===== src/rtl/smb_tmo_pkg.sv =====
package smb_tmo_pkg;

    typedef enum logic [1:0] {
        A_OFF,
        A_ARMED,
        A_COUNT,
        A_SPENT
    } win_state_t;

    typedef enum logic [1:0] {
        B_OFF,
        B_IDLE,
        B_HOLD,
        B_SPENT
    } ext_state_t;

    typedef enum logic {
        FLAG_CLEAR,
        FLAG_SET
    } flag_state_t;

endpackage


===== src/rtl/smb_tick_cnt.sv =====
// Two-level counter: a fine stage of TICK_DIV core cycles and a coarse tick stage.
module smb_tick_cnt #(
    parameter int LIMIT_W  = 12,
    parameter int TICK_DIV = 2048
) (
    input  logic               clk,
    input  logic               rst_n,
    input  logic               clr,
    input  logic               inc,
    input  logic [LIMIT_W-1:0] limit,
    output logic               at_limit
);
    localparam int FINE_W = (TICK_DIV > 1) ? $clog2(TICK_DIV) : 1;
    localparam logic [FINE_W-1:0] FINE_LAST = FINE_W'(TICK_DIV - 1);

    logic [FINE_W-1:0]  fine_q;
    logic [LIMIT_W-1:0] coarse_q;

    always_ff @(posedge clk or negedge rst_n) begin
        if (!rst_n) begin
            fine_q   <= '0;
            coarse_q <= '0;
        end else if (clr) begin
            fine_q   <= '0;
            coarse_q <= '0;
        end else if (inc) begin
            if (fine_q == FINE_LAST) begin
                fine_q   <= '0;
                coarse_q <= coarse_q + 1'b1;
            end else begin
                fine_q <= fine_q + 1'b1;
            end
        end
    end

    // Current count value is the last cycle of the final tick.
    always_comb begin
        at_limit = (fine_q == FINE_LAST) && (coarse_q == limit);
    end

endmodule


===== src/rtl/smb_win_fsm.sv =====
// Limit-A window: continuous-condition timer (clock low or bus idle).
module smb_win_fsm
    import smb_tmo_pkg::*;
#(
    parameter int LIMIT_W  = 12,
    parameter int TICK_DIV = 2048
) (
    input  logic               clk,
    input  logic               rst_n,
    input  logic               en,
    input  logic               cond,
    input  logic [LIMIT_W-1:0] limit,
    output logic               hit
);
    win_state_t state_q, state_d;
    logic       cnt_clr, cnt_inc, cnt_last;

    smb_tick_cnt #(
        .LIMIT_W (LIMIT_W),
        .TICK_DIV(TICK_DIV)
    ) win_cnt_i (
        .clk     (clk),
        .rst_n   (rst_n),
        .clr     (cnt_clr),
        .inc     (cnt_inc),
        .limit   (limit),
        .at_limit(cnt_last)
    );

    always_ff @(posedge clk or negedge rst_n) begin
        if (!rst_n) state_q <= A_OFF;
        else        state_q <= state_d;
    end

    always_comb begin
        state_d = state_q;
        cnt_clr = 1'b0;
        cnt_inc = 1'b0;
        hit     = 1'b0;
        if (!en) begin
            state_d = A_OFF;
            cnt_clr = 1'b1;
        end else if (!cond) begin
            state_d = A_ARMED;
            cnt_clr = 1'b1;
        end else begin
            unique case (state_q)
                A_OFF, A_ARMED, A_COUNT: begin
                    cnt_inc = 1'b1;
                    if (cnt_last) begin
                        hit     = 1'b1;
                        state_d = A_SPENT;
                    end else begin
                        state_d = A_COUNT;
                    end
                end
                A_SPENT: state_d = A_SPENT;
                default: state_d = A_OFF;
            endcase
        end
    end


    spent_needs_cond_chk: assert property (@(posedge clk) disable iff (!rst_n)
        (state_q == A_SPENT) |-> $past(cond));


    off_when_disabled_chk: assert property (@(posedge clk) disable iff (!rst_n)
        ($past(rst_n) && !$past(en)) |-> (state_q == A_OFF));

endmodule


===== src/rtl/smb_ext_fsm.sv =====
// Limit-B: cumulative self-stretch accumulator, cleared on START/STOP.
module smb_ext_fsm
    import smb_tmo_pkg::*;
#(
    parameter int LIMIT_W  = 12,
    parameter int TICK_DIV = 2048
) (
    input  logic               clk,
    input  logic               rst_n,
    input  logic               en,
    input  logic               hold,
    input  logic               restart,
    input  logic [LIMIT_W-1:0] limit,
    output logic               hit
);
    ext_state_t state_q, state_d;
    logic       cnt_clr, cnt_inc, cnt_last;

    smb_tick_cnt #(
        .LIMIT_W (LIMIT_W),
        .TICK_DIV(TICK_DIV)
    ) ext_cnt_i (
        .clk     (clk),
        .rst_n   (rst_n),
        .clr     (cnt_clr),
        .inc     (cnt_inc),
        .limit   (limit),
        .at_limit(cnt_last)
    );

    always_ff @(posedge clk or negedge rst_n) begin
        if (!rst_n) state_q <= B_OFF;
        else        state_q <= state_d;
    end

    always_comb begin
        state_d = state_q;
        cnt_clr = 1'b0;
        cnt_inc = 1'b0;
        hit     = 1'b0;
        if (!en) begin
            state_d = B_OFF;
            cnt_clr = 1'b1;
        end else if (restart) begin
            state_d = B_IDLE;
            cnt_clr = 1'b1;
        end else begin
            unique case (state_q)
                B_OFF, B_IDLE, B_HOLD: begin
                    if (hold) begin
                        cnt_inc = 1'b1;
                        if (cnt_last) begin
                            hit     = 1'b1;
                            state_d = B_SPENT;
                        end else begin
                            state_d = B_HOLD;
                        end
                    end else begin
                        state_d = B_IDLE;
                    end
                end
                B_SPENT: state_d = B_SPENT;
                default: state_d = B_OFF;
            endcase
        end
    end


    restart_to_idle_chk: assert property (@(posedge clk) disable iff (!rst_n)
        ($past(rst_n) && $past(en && restart)) |-> (state_q == B_IDLE));


    hold_state_tracks_hold_chk: assert property (@(posedge clk) disable iff (!rst_n)
        (state_q == B_HOLD) |-> $past(hold));


    spent_needs_enable_chk: assert property (@(posedge clk) disable iff (!rst_n)
        (state_q == B_SPENT) |-> $past(en));

endmodule


===== src/rtl/smb_tmo_guard.sv =====
module smb_tmo_guard
    import smb_tmo_pkg::*;
#(
    parameter int LIMIT_W  = 12,
    parameter int TICK_DIV = 2048
) (
    input  logic               clk,
    input  logic               rst_n,
    input  logic               scl_i,
    input  logic               sda_i,
    input  logic               idle_mode,
    input  logic               a_en,
    input  logic [LIMIT_W-1:0] a_limit,
    input  logic               b_en,
    input  logic [LIMIT_W-1:0] b_limit,
    input  logic               role_master,
    input  logic               self_hold,
    input  logic               start_det,
    input  logic               stop_det,
    input  logic               err_ie,
    input  logic               flag_clr,
    output logic               tmo_flag,
    output logic               tmo_irq,
    output logic               stop_req,
    output logic               release_req
);
    logic        win_cond, win_hit, ext_hit, any_hit;
    flag_state_t flag_q, flag_d;
    logic        stop_q, rel_q;

    always_comb begin
        win_cond = idle_mode ? (scl_i & sda_i) : ~scl_i;
        any_hit  = win_hit | ext_hit;
    end

    smb_win_fsm #(
        .LIMIT_W (LIMIT_W),
        .TICK_DIV(TICK_DIV)
    ) win_i (
        .clk  (clk),
        .rst_n(rst_n),
        .en   (a_en),
        .cond (win_cond),
        .limit(a_limit),
        .hit  (win_hit)
    );

    smb_ext_fsm #(
        .LIMIT_W (LIMIT_W),
        .TICK_DIV(TICK_DIV)
    ) ext_i (
        .clk    (clk),
        .rst_n  (rst_n),
        .en     (b_en),
        .hold   (self_hold),
        .restart(start_det | stop_det),
        .limit  (b_limit),
        .hit    (ext_hit)
    );

    always_ff @(posedge clk or negedge rst_n) begin
        if (!rst_n) begin
            flag_q <= FLAG_CLEAR;
            stop_q <= 1'b0;
            rel_q  <= 1'b0;
        end else begin
            flag_q <= flag_d;
            stop_q <= any_hit & role_master;
            rel_q  <= any_hit & ~role_master;
        end
    end

    always_comb begin
        flag_d = flag_q;
        unique case (flag_q)
            FLAG_CLEAR: if (any_hit) flag_d = FLAG_SET;
            FLAG_SET:   if (flag_clr && !any_hit) flag_d = FLAG_CLEAR;
            default:    flag_d = FLAG_CLEAR;
        endcase
    end

    always_comb begin
        tmo_flag    = (flag_q == FLAG_SET);
        tmo_irq     = tmo_flag & err_ie;
        stop_req    = stop_q;
        release_req = rel_q;
    end


    flag_sticky_chk: assert property (@(posedge clk) disable iff (!rst_n)
        (tmo_flag && !flag_clr) |=> tmo_flag);


    recovery_implies_flag_chk: assert property (@(posedge clk) disable iff (!rst_n)
        (stop_req || release_req) |-> tmo_flag);


    one_recovery_kind_chk: assert property (@(posedge clk) disable iff (!rst_n)
        !(stop_req && release_req));

endmodule


===== config.mk =====
export PLATFORM = sky130hd
export DESIGN_NAME = smb_tmo_guard
export DESIGN_NICKNAME = d
export VERILOG_FILES = /design/src/rtl/smb_tmo_pkg.sv /design/src/rtl/smb_tick_cnt.sv /design/src/rtl/smb_win_fsm.sv /design/src/rtl/smb_ext_fsm.sv /design/src/rtl/smb_tmo_guard.sv
export SDC_FILE = /design/constraint.sdc
export NUM_CORES = 1
export LEC_CHECK = 0
export ABC_AREA = 0
export BUFFER_PORTS_ARGS = -buffer_cell sky130_fd_sc_hd__clkbuf_2
export CORE_MARGIN = 2
export CORE_UTILIZATION = 57
export DETAILED_ROUTE_END_ITERATION = 6
export GPL_TIMING_DRIVEN = 0
export PLACE_DENSITY = 0.91
export SYNTH_ARGS = -nofsm -noshare
export SYNTH_HDL_FRONTEND = slang
export SYNTH_HIERARCHICAL = 1
export SYNTH_SLANG_ARGS = --single-unit

===== constraint.sdc =====
create_clock -name clk -period 2.8 [get_ports clk]
set_clock_uncertainty 0.2 [all_clocks]
set_input_delay 0.14 -clock clk [delete_from_list [all_inputs] [get_ports clk]]
set_output_delay 0.14 -clock clk [all_outputs]
set_load 0.01 [all_outputs]

# Word level (Yosys, flattened, before mapping)
# Index checks and enable logic that the tools add are counted.
totals:
  regBits: 53
  elab_cells: 91
  out_inout_bits: 4
  input_bits: 37
classes:
  bitwise_logic: 9
  n_mux: 45
  reduce_logical: 14
  n_addsub: 4
  eq_ne: 10
op_table:
  columns: ["operator", "count"]
  rows:
  - ["12-bit two-way mux", 6]
  - ["11-bit two-way mux", 6]
  - ["1-bit two-way mux", 25]
  - ["12-bit by 1-bit adder with 12-bit output, second input constant", 2]
  - ["12-bit == test", 2]
  - ["11-bit by 1-bit adder with 11-bit output, second input constant", 2]
  - ["11-bit == test, second input constant", 2]
  - ["2-bit two-way mux", 5]
  - ["2-bit == test, second input constant", 4]
  - ["2-bit one-hot mux with 2 select lines", 2]
  - ["2-bit nonzero test", 4]
  - ["3-bit OR reduction", 2]
  - ["1-bit AND", 4]
  - ["2-bit by 1-bit == test with 1-bit output, second input constant", 2]
  - ["2-bit zero test", 2]
  - ["2-bit AND reduction", 2]
  - ["1-bit logical AND", 3]
  - ["1-bit inverter", 3]
  - ["1-bit OR", 2]
  - ["1-bit one-hot mux with 2 select lines", 1]
  - ["1-bit zero test", 1]

# Longest topological paths before layout
logic_depth:
  word_depth: 12
  depth_mapped: 10
  ltp_nobuf: 8

# By module
# Netlist, hierarchy kept.
modules_own_cells:
  columns: ["module", "cells_each", "n_inst", "area_each_um2"]
  rows:
  - ["smb_tick_cnt", 141, 2, 1312.5]
  - ["smb_tmo_guard", 12, 1, 133.9]
  - ["smb_ext_fsm", 10, 1, 96.3]
  - ["smb_win_fsm", 10, 1, 95.1]

# Least setup slack after synthesis
# No wires, ideal clock.
synth_timing:
  path_type: "reg2reg"
  from: "register ext_i.ext_cnt_i.fine_q[6]"
  to: "register stop_q (netlist: stop_req)"
  required_time_ns: 2.531
  setup_slack_ns: 0.422
  arrival_time_ns: 2.110
  n_path_buf: 0
  path_stages_with_launch: 8
  path_cell_list: "dfrtp_1 > nand4_2 > or4_2 > nor4_1 > inv_1 > nor3_1 > nor2_4 > nor2b_2"
synth_via:
  elab_chain_len: 9
synth_lines:
  columns: ["item", "line", "source"]
  rows:
  - ["start, declared", "smb_tick_cnt.sv:16", "logic [FINE_W-1:0] fine_q;"]
  - ["start signal, assigned", "smb_tick_cnt.sv:31", "fine_q <= fine_q + 1'b1;"]
  - ["11-bit == test", "smb_tick_cnt.sv:38", "at_limit = (fine_q == FINE_LAST) && (coarse_q == limit);"]
  - ["1-bit logical AND", "smb_tick_cnt.sv:38", null]
  - ["net ext_i.cnt_last", "smb_ext_fsm.sv:17", "logic cnt_clr, cnt_inc, cnt_last;"]
  - ["1-bit two-way mux", "smb_ext_fsm.sv:52", "if (cnt_last) begin"]
  - ["1-bit two-way mux", "smb_ext_fsm.sv:50", "if (hold) begin"]
  - ["1-bit two-way mux", "smb_ext_fsm.sv:48", "unique case (state_q)"]
  - ["1-bit two-way mux", "smb_ext_fsm.sv:44", "end else if (restart) begin"]
  - ["1-bit two-way mux", "smb_ext_fsm.sv:41", "if (!en) begin"]
  - ["net ext_hit", "smb_tmo_guard.sv:27", "logic win_cond, win_hit, ext_hit, any_hit;"]
  - ["1-bit OR", "smb_tmo_guard.sv:33", "any_hit = win_hit | ext_hit;"]
  - ["1-bit AND", "smb_tmo_guard.sv:68", "stop_q <= any_hit & role_master;"]
  - ["end signal, assigned", "smb_tmo_guard.sv:68", null]
  - ["end, declared", "smb_tmo_guard.sv:29", "logic stop_q, rel_q;"]
# The timed path passes the listed nets, and every way through them passes these cells.
# A chain may end at the register's enable or synchronous reset.

# Worst setup path in the final report
layout_timing:
  from: "input scl_i"
  to: "register win_i.win_cnt_i.coarse_q[11]"
layout_via:
  elab_chain_len: 6
layout_lines:
  columns: ["item", "line", "source"]
  rows:
  - ["start, declared", "smb_tmo_guard.sv:9", "input logic scl_i,"]
  - ["1-bit AND or 1-bit inverter (tied branches)", "smb_tmo_guard.sv:32", "win_cond = idle_mode ? (scl_i & sda_i) : ~scl_i;"]
  - ["1-bit two-way mux *", "smb_tmo_guard.sv:32", null]
  - ["net win_cond", "smb_tmo_guard.sv:27", null]
  - ["1-bit two-way mux *", "smb_win_fsm.sv:43", "end else if (!cond) begin"]
  - ["1-bit two-way mux *", "smb_win_fsm.sv:40", "if (!en) begin"]
  - ["net win_i.cnt_clr", "smb_win_fsm.sv:16", "logic cnt_clr, cnt_inc, cnt_last;"]
  - ["2-bit nonzero test (no line)", null, null]
  - ["2-bit AND reduction (no line)", null, null]
  - ["end signal, assigned", "smb_tick_cnt.sv:29", "coarse_q <= coarse_q + 1'b1;"]
  - ["end, declared", "smb_tick_cnt.sv:17", "logic [LIMIT_W-1:0] coarse_q;"]
# The timed path passes the listed nets; every way through them passes the cells marked *.

==> flow_summary_export.csv <==
group,metric,value,unit
finish,multiInputGateArea,1560,µm²
floorplanning,io_pins,41,
global_routing,grt_pass1_vias,2488,
finish,antenna_cells,0,
sta,finalHoldViolations,0,
global_routing,grt_max_degree,54,
floorplanning,num_rows,26,
power_and_ir_drop,comb_power_share,0.081,
critical_path,path_buf_inv,4,
power_and_ir_drop,powerDensity,381,nW/µm²
place,gp_congestion,0.800,
synthesis,yosysSeqAreaShare,0.450,
critical_path,critPathLaunchType,"primary input",
critical_path,crit_fanout,10,
finish,finalNetCount,413,
critical_path,crit_chain,"dlygate4sd3_1, clkbuf_2, nand3_1, o21ai_2, nand2_2, a21oi_1, buf_4, nand3_2, or4_1, buf_2, or3_1, a21oi_1",
critical_path,crit_end,"win_i/win_cnt_i/coarse_q[11]$_DFFE_PN0P_",
synthesis,synth-seq-cells,53,
global_routing,groute.usage.overall,0.226,
critical_path,arrival,2.76,ns
critical_path,cp.depth,12,
synthesis,synthesis.nets,355,
hold_path,hold_path.class,"in -> reg",
critical_path,cpPeakStageDelay,0.55,ns
power_and_ir_drop,clockPowerShare,0.341,
power_and_ir_drop,swShare,0.233,
sta,worstMarginPinSlew,0.989,ns
clock_tree,h-tree-depth,2,
critical_path,crit_family,"simple AND/OR/NAND/NOR gates",
floorplanning,die_w,75.9,µm
route,wl,6.26,mm
critical_path,regToRegSetupSlack,0.24,ns
synthesis,synth_ff_type,"dfrtp_1",
route,dr.pass1.iters,4,
sta,setup_violations,0,
finish,syn_to_final_growth,18.4,%
critical_path,crit_path_start,"scl_i",
clock_tree,clock_path_buffers,2,
floorplanning,die_area,5770,µm²
power_and_ir_drop,p_switching,0.310,mW
critical_path,worstSetupEndpointType,"flop",
synthesis,synthCells,314,
global_routing,grt_overflow,0,
place,dp_cells,424,
route,drc,0,
synthesis,syn_area_per_cell,9.40,µm²
route,drt_iter0_drc,138,
power_and_ir_drop,p_leak,1.34,nW
sta,period_share,0.975,
sta,postLayoutSetupSlackWorst,0.0702,ns
clock_tree,postCtsSetupBuffers,0,
finish,drive_above_1_share,0.209,
synthesis,yosysWarnings,6,
power_and_ir_drop,internal_power,1.02,mW
route,ant_nets,0,
clock_tree,root_buffer,"clkbuf_8",
critical_path,reg2reg_depth,7,
sta,final.setup.tns,0,ns
synthesis,synth_edf_count,0,
sta,slew_headroom,0.335,
sta,fin_crit,2.73,ns
power_and_ir_drop,seq_power_share,0.578,
power_and_ir_drop,vdd_drop_max,0.301,mV
place,placed_area,3240,µm²
floorplanning,core-area,5040,µm²
floorplanning,start_util,0.585,
critical_path,slowest_stage,"dlygate4sd3_1",
finish,fin_area,3490,µm²
clock_tree,numCtsBuffers,5,
sta,whs,0.0344,ns
global_routing,antenna_found_initial,0,
place,portBuffers,40,
route,num_vias,2526,
sta,fmax,366,MHz
synthesis,syn_area,2950,µm²
place,dp_hpwl,4.31,mm
clock_tree,clk_pin_slew_worst_paths,0.10,ns
sta,slew_violations,0,
critical_path,rr_endpoint,"stop_req$_DFF_PN0_",
critical_path,timing.rr.start,"win_i/win_cnt_i/fine_q[6]$_DFFE_PN0P_",
finish,final_cells,443,
clock_tree,cts.sinks,53,
finish,postLayoutCoreUtil,0.693,
critical_path,critPathMostFrequentCell,"a21oi_1",
route,routed_via_density,5.70,
place,post-place-ws,0.0166,ns
power_and_ir_drop,power,1.33,mW
critical_path,worstSetupPathType,"in -> reg",
route,wl_per_cell,14.1,µm
finish,seq_area,1330,µm²
run_status,status,"completed",
global_routing,grt_pass1_wl,10.8,mm
critical_path,worstPathRequired,2.83,ns
sta,rsz0062_at_grt,"true",
finish,fillers,382,
clock_tree,clk_latency,0.30,ns
floorplanning,die_y,75.9,µm
synthesis,yosysUniqueCellTypes,42,
flow_run,maxCapViolCount,0,
clock_tree,cts_tree,"done",
synthesis,synth-async-reset-ratio,1.00,
## layer usage
metal  GRT usage  vias to the layer above  wire length, µm
met5           0                        -                0
met4      0.0636                        0               25
met3      0.0476                        4              257
met2       0.397                       63             3240
met1       0.284                     1231             2740
li1            -                     1228                -
## area by class of cell
type | instances | area share
well taps | 70 | 0.0251
inverters | 11 | 0.0118
multi-input cells | 236 | 0.445
flip-flops and latches | 53 | 0.380
clock inverters | 2 | 0.00394
plain buffers | 14 | 0.0186
clock buffers | 6 | 0.0236
repair buffers | 51 | 0.0917
## sequential cells by signal, indices dropped and copies added (netlist names)
register,cells
win_i/win_cnt_i/fine_q,11
tmo_flag,1
win_i/win_cnt_i/coarse_q,12
ext_i/state_q,2
win_i/state_q,2
stop_req,1
release_req,1
ext_i/ext_cnt_i/coarse_q,12
ext_i/ext_cnt_i/fine_q,11
## synth_stat cells, types with 2 or more instances
master,n,area (µm²)
nand4_2,2,25.0
nand2_1,17,63.8
ha_1,4,50.1
nand3b_1,2,15.0
clkbuf_1,8,30.0
or4_2,2,17.5
and4_1,2,17.5
a21oi_1,28,140
and3_1,2,12.5
inv_1,11,41.3
nor3_1,19,95.1
or4_1,4,30.0
o21ai_0,18,90.1
nor4_1,2,12.5
xnor2_1,36,315
buf_2,2,10.0
clkbuf_2,2,10.0
a31o_2,2,17.5
or3_2,2,15.0
nand2b_1,9,56.3
nor2_1,17,63.8
nand4_1,10,62.6
nor4_2,2,25.0
or3_1,16,100
nand3_2,2,20.0
mux2i_1,2,20.0
buf_4,2,15.0
xor2_1,6,52.6
o2111ai_1,4,35.0
dfrtp_1,53,1330
nand3_1,15,75.1
## power by group through the flow
stage | Combinational [mW] | Clock, mW | Sequential (mW)
3_5_place_dp | 0.0911 | 0 | 0.786
2_1_floorplan | 0.0400 | 0 | 0.785
6_report | 0.107 | 0.454 | 0.770
5_1_grt | 0.120 | 0.500 | 0.771
4_1_cts | 0.103 | 0.471 | 0.771
3_3_place_gp | 0.0891 | 0 | 0.785
## worst min-delay path, delay by kind of cell
kind / cells / cell delay [ns]
and+or+nand+nor: 1 / 0.10
AOI/OAI and AO/OA: 2 / 0.18
buffers and inverters: 1 / 0.09
## what timing repair did
item / 4_1_cts / 5_1_grt
endpoints found under the hold margin: 60 / 0
pin swaps: 0 / 0
gates resized for setup: 1 / 7
endpoints found under the setup margin: 2 / 20
hold buffers: 10 / 0
## cells by family (layout without fill, tap and decap cells)
family / count (synthesis) / count (layout) / synth area share
buffers and inverters: 25 / 84 / 0.0360
DFF: 53 / 53 / 0.450
AOI/OAI and AO/OA: 57 / 57 / 0.109
adders and majority gates: 4 / 4 / 0.0170
and+or+nand+nor: 131 / 131 / 0.257
muxes: 2 / 2 / 0.00679
xor gates and xnor gates: 42 / 42 / 0.125
## cells in the final DEF, fill, tap and decap left out, drive strengths merged, types with 2 or more instances in the layout
master / instances
a21oi: 28
nor2: 18
mux2i: 2
clkbuf: 54
nand3b: 2
nand4: 12
buf: 7
dfrtp: 53
xnor2: 36
inv: 11
o21ai: 20
nand3: 17
clkinv: 2
and3: 2
o2111ai: 4
nor3: 19
or4: 6
dlygate4sd3: 10
nand2b: 9
and4: 2
or3: 18
xor2: 6
a31o: 2
ha: 4
nand2: 18
nor4: 4
## worst min path at each step
stage,startpoint,endpoint,slack [ns],depth (start not counted)
after global placement,role_master,release_req$_DFF_PN0_,0.11,2
final,sda_i,win_i/state_q[0]$_DFF_PN0_,0.03,4
after global routing,sda_i,win_i/state_q[0]$_DFF_PN0_,0.03,4
after floorplan,rst_n,ext_i/ext_cnt_i/coarse_q[0]$_DFFE_PN0P_,-0.36,0
after CTS,sda_i,win_i/state_q[0]$_DFF_PN0_,0.01,4
after detailed placement,role_master,release_req$_DFF_PN0_,0.11,2
Note: power is estimated with default switching activity, not from simulation.
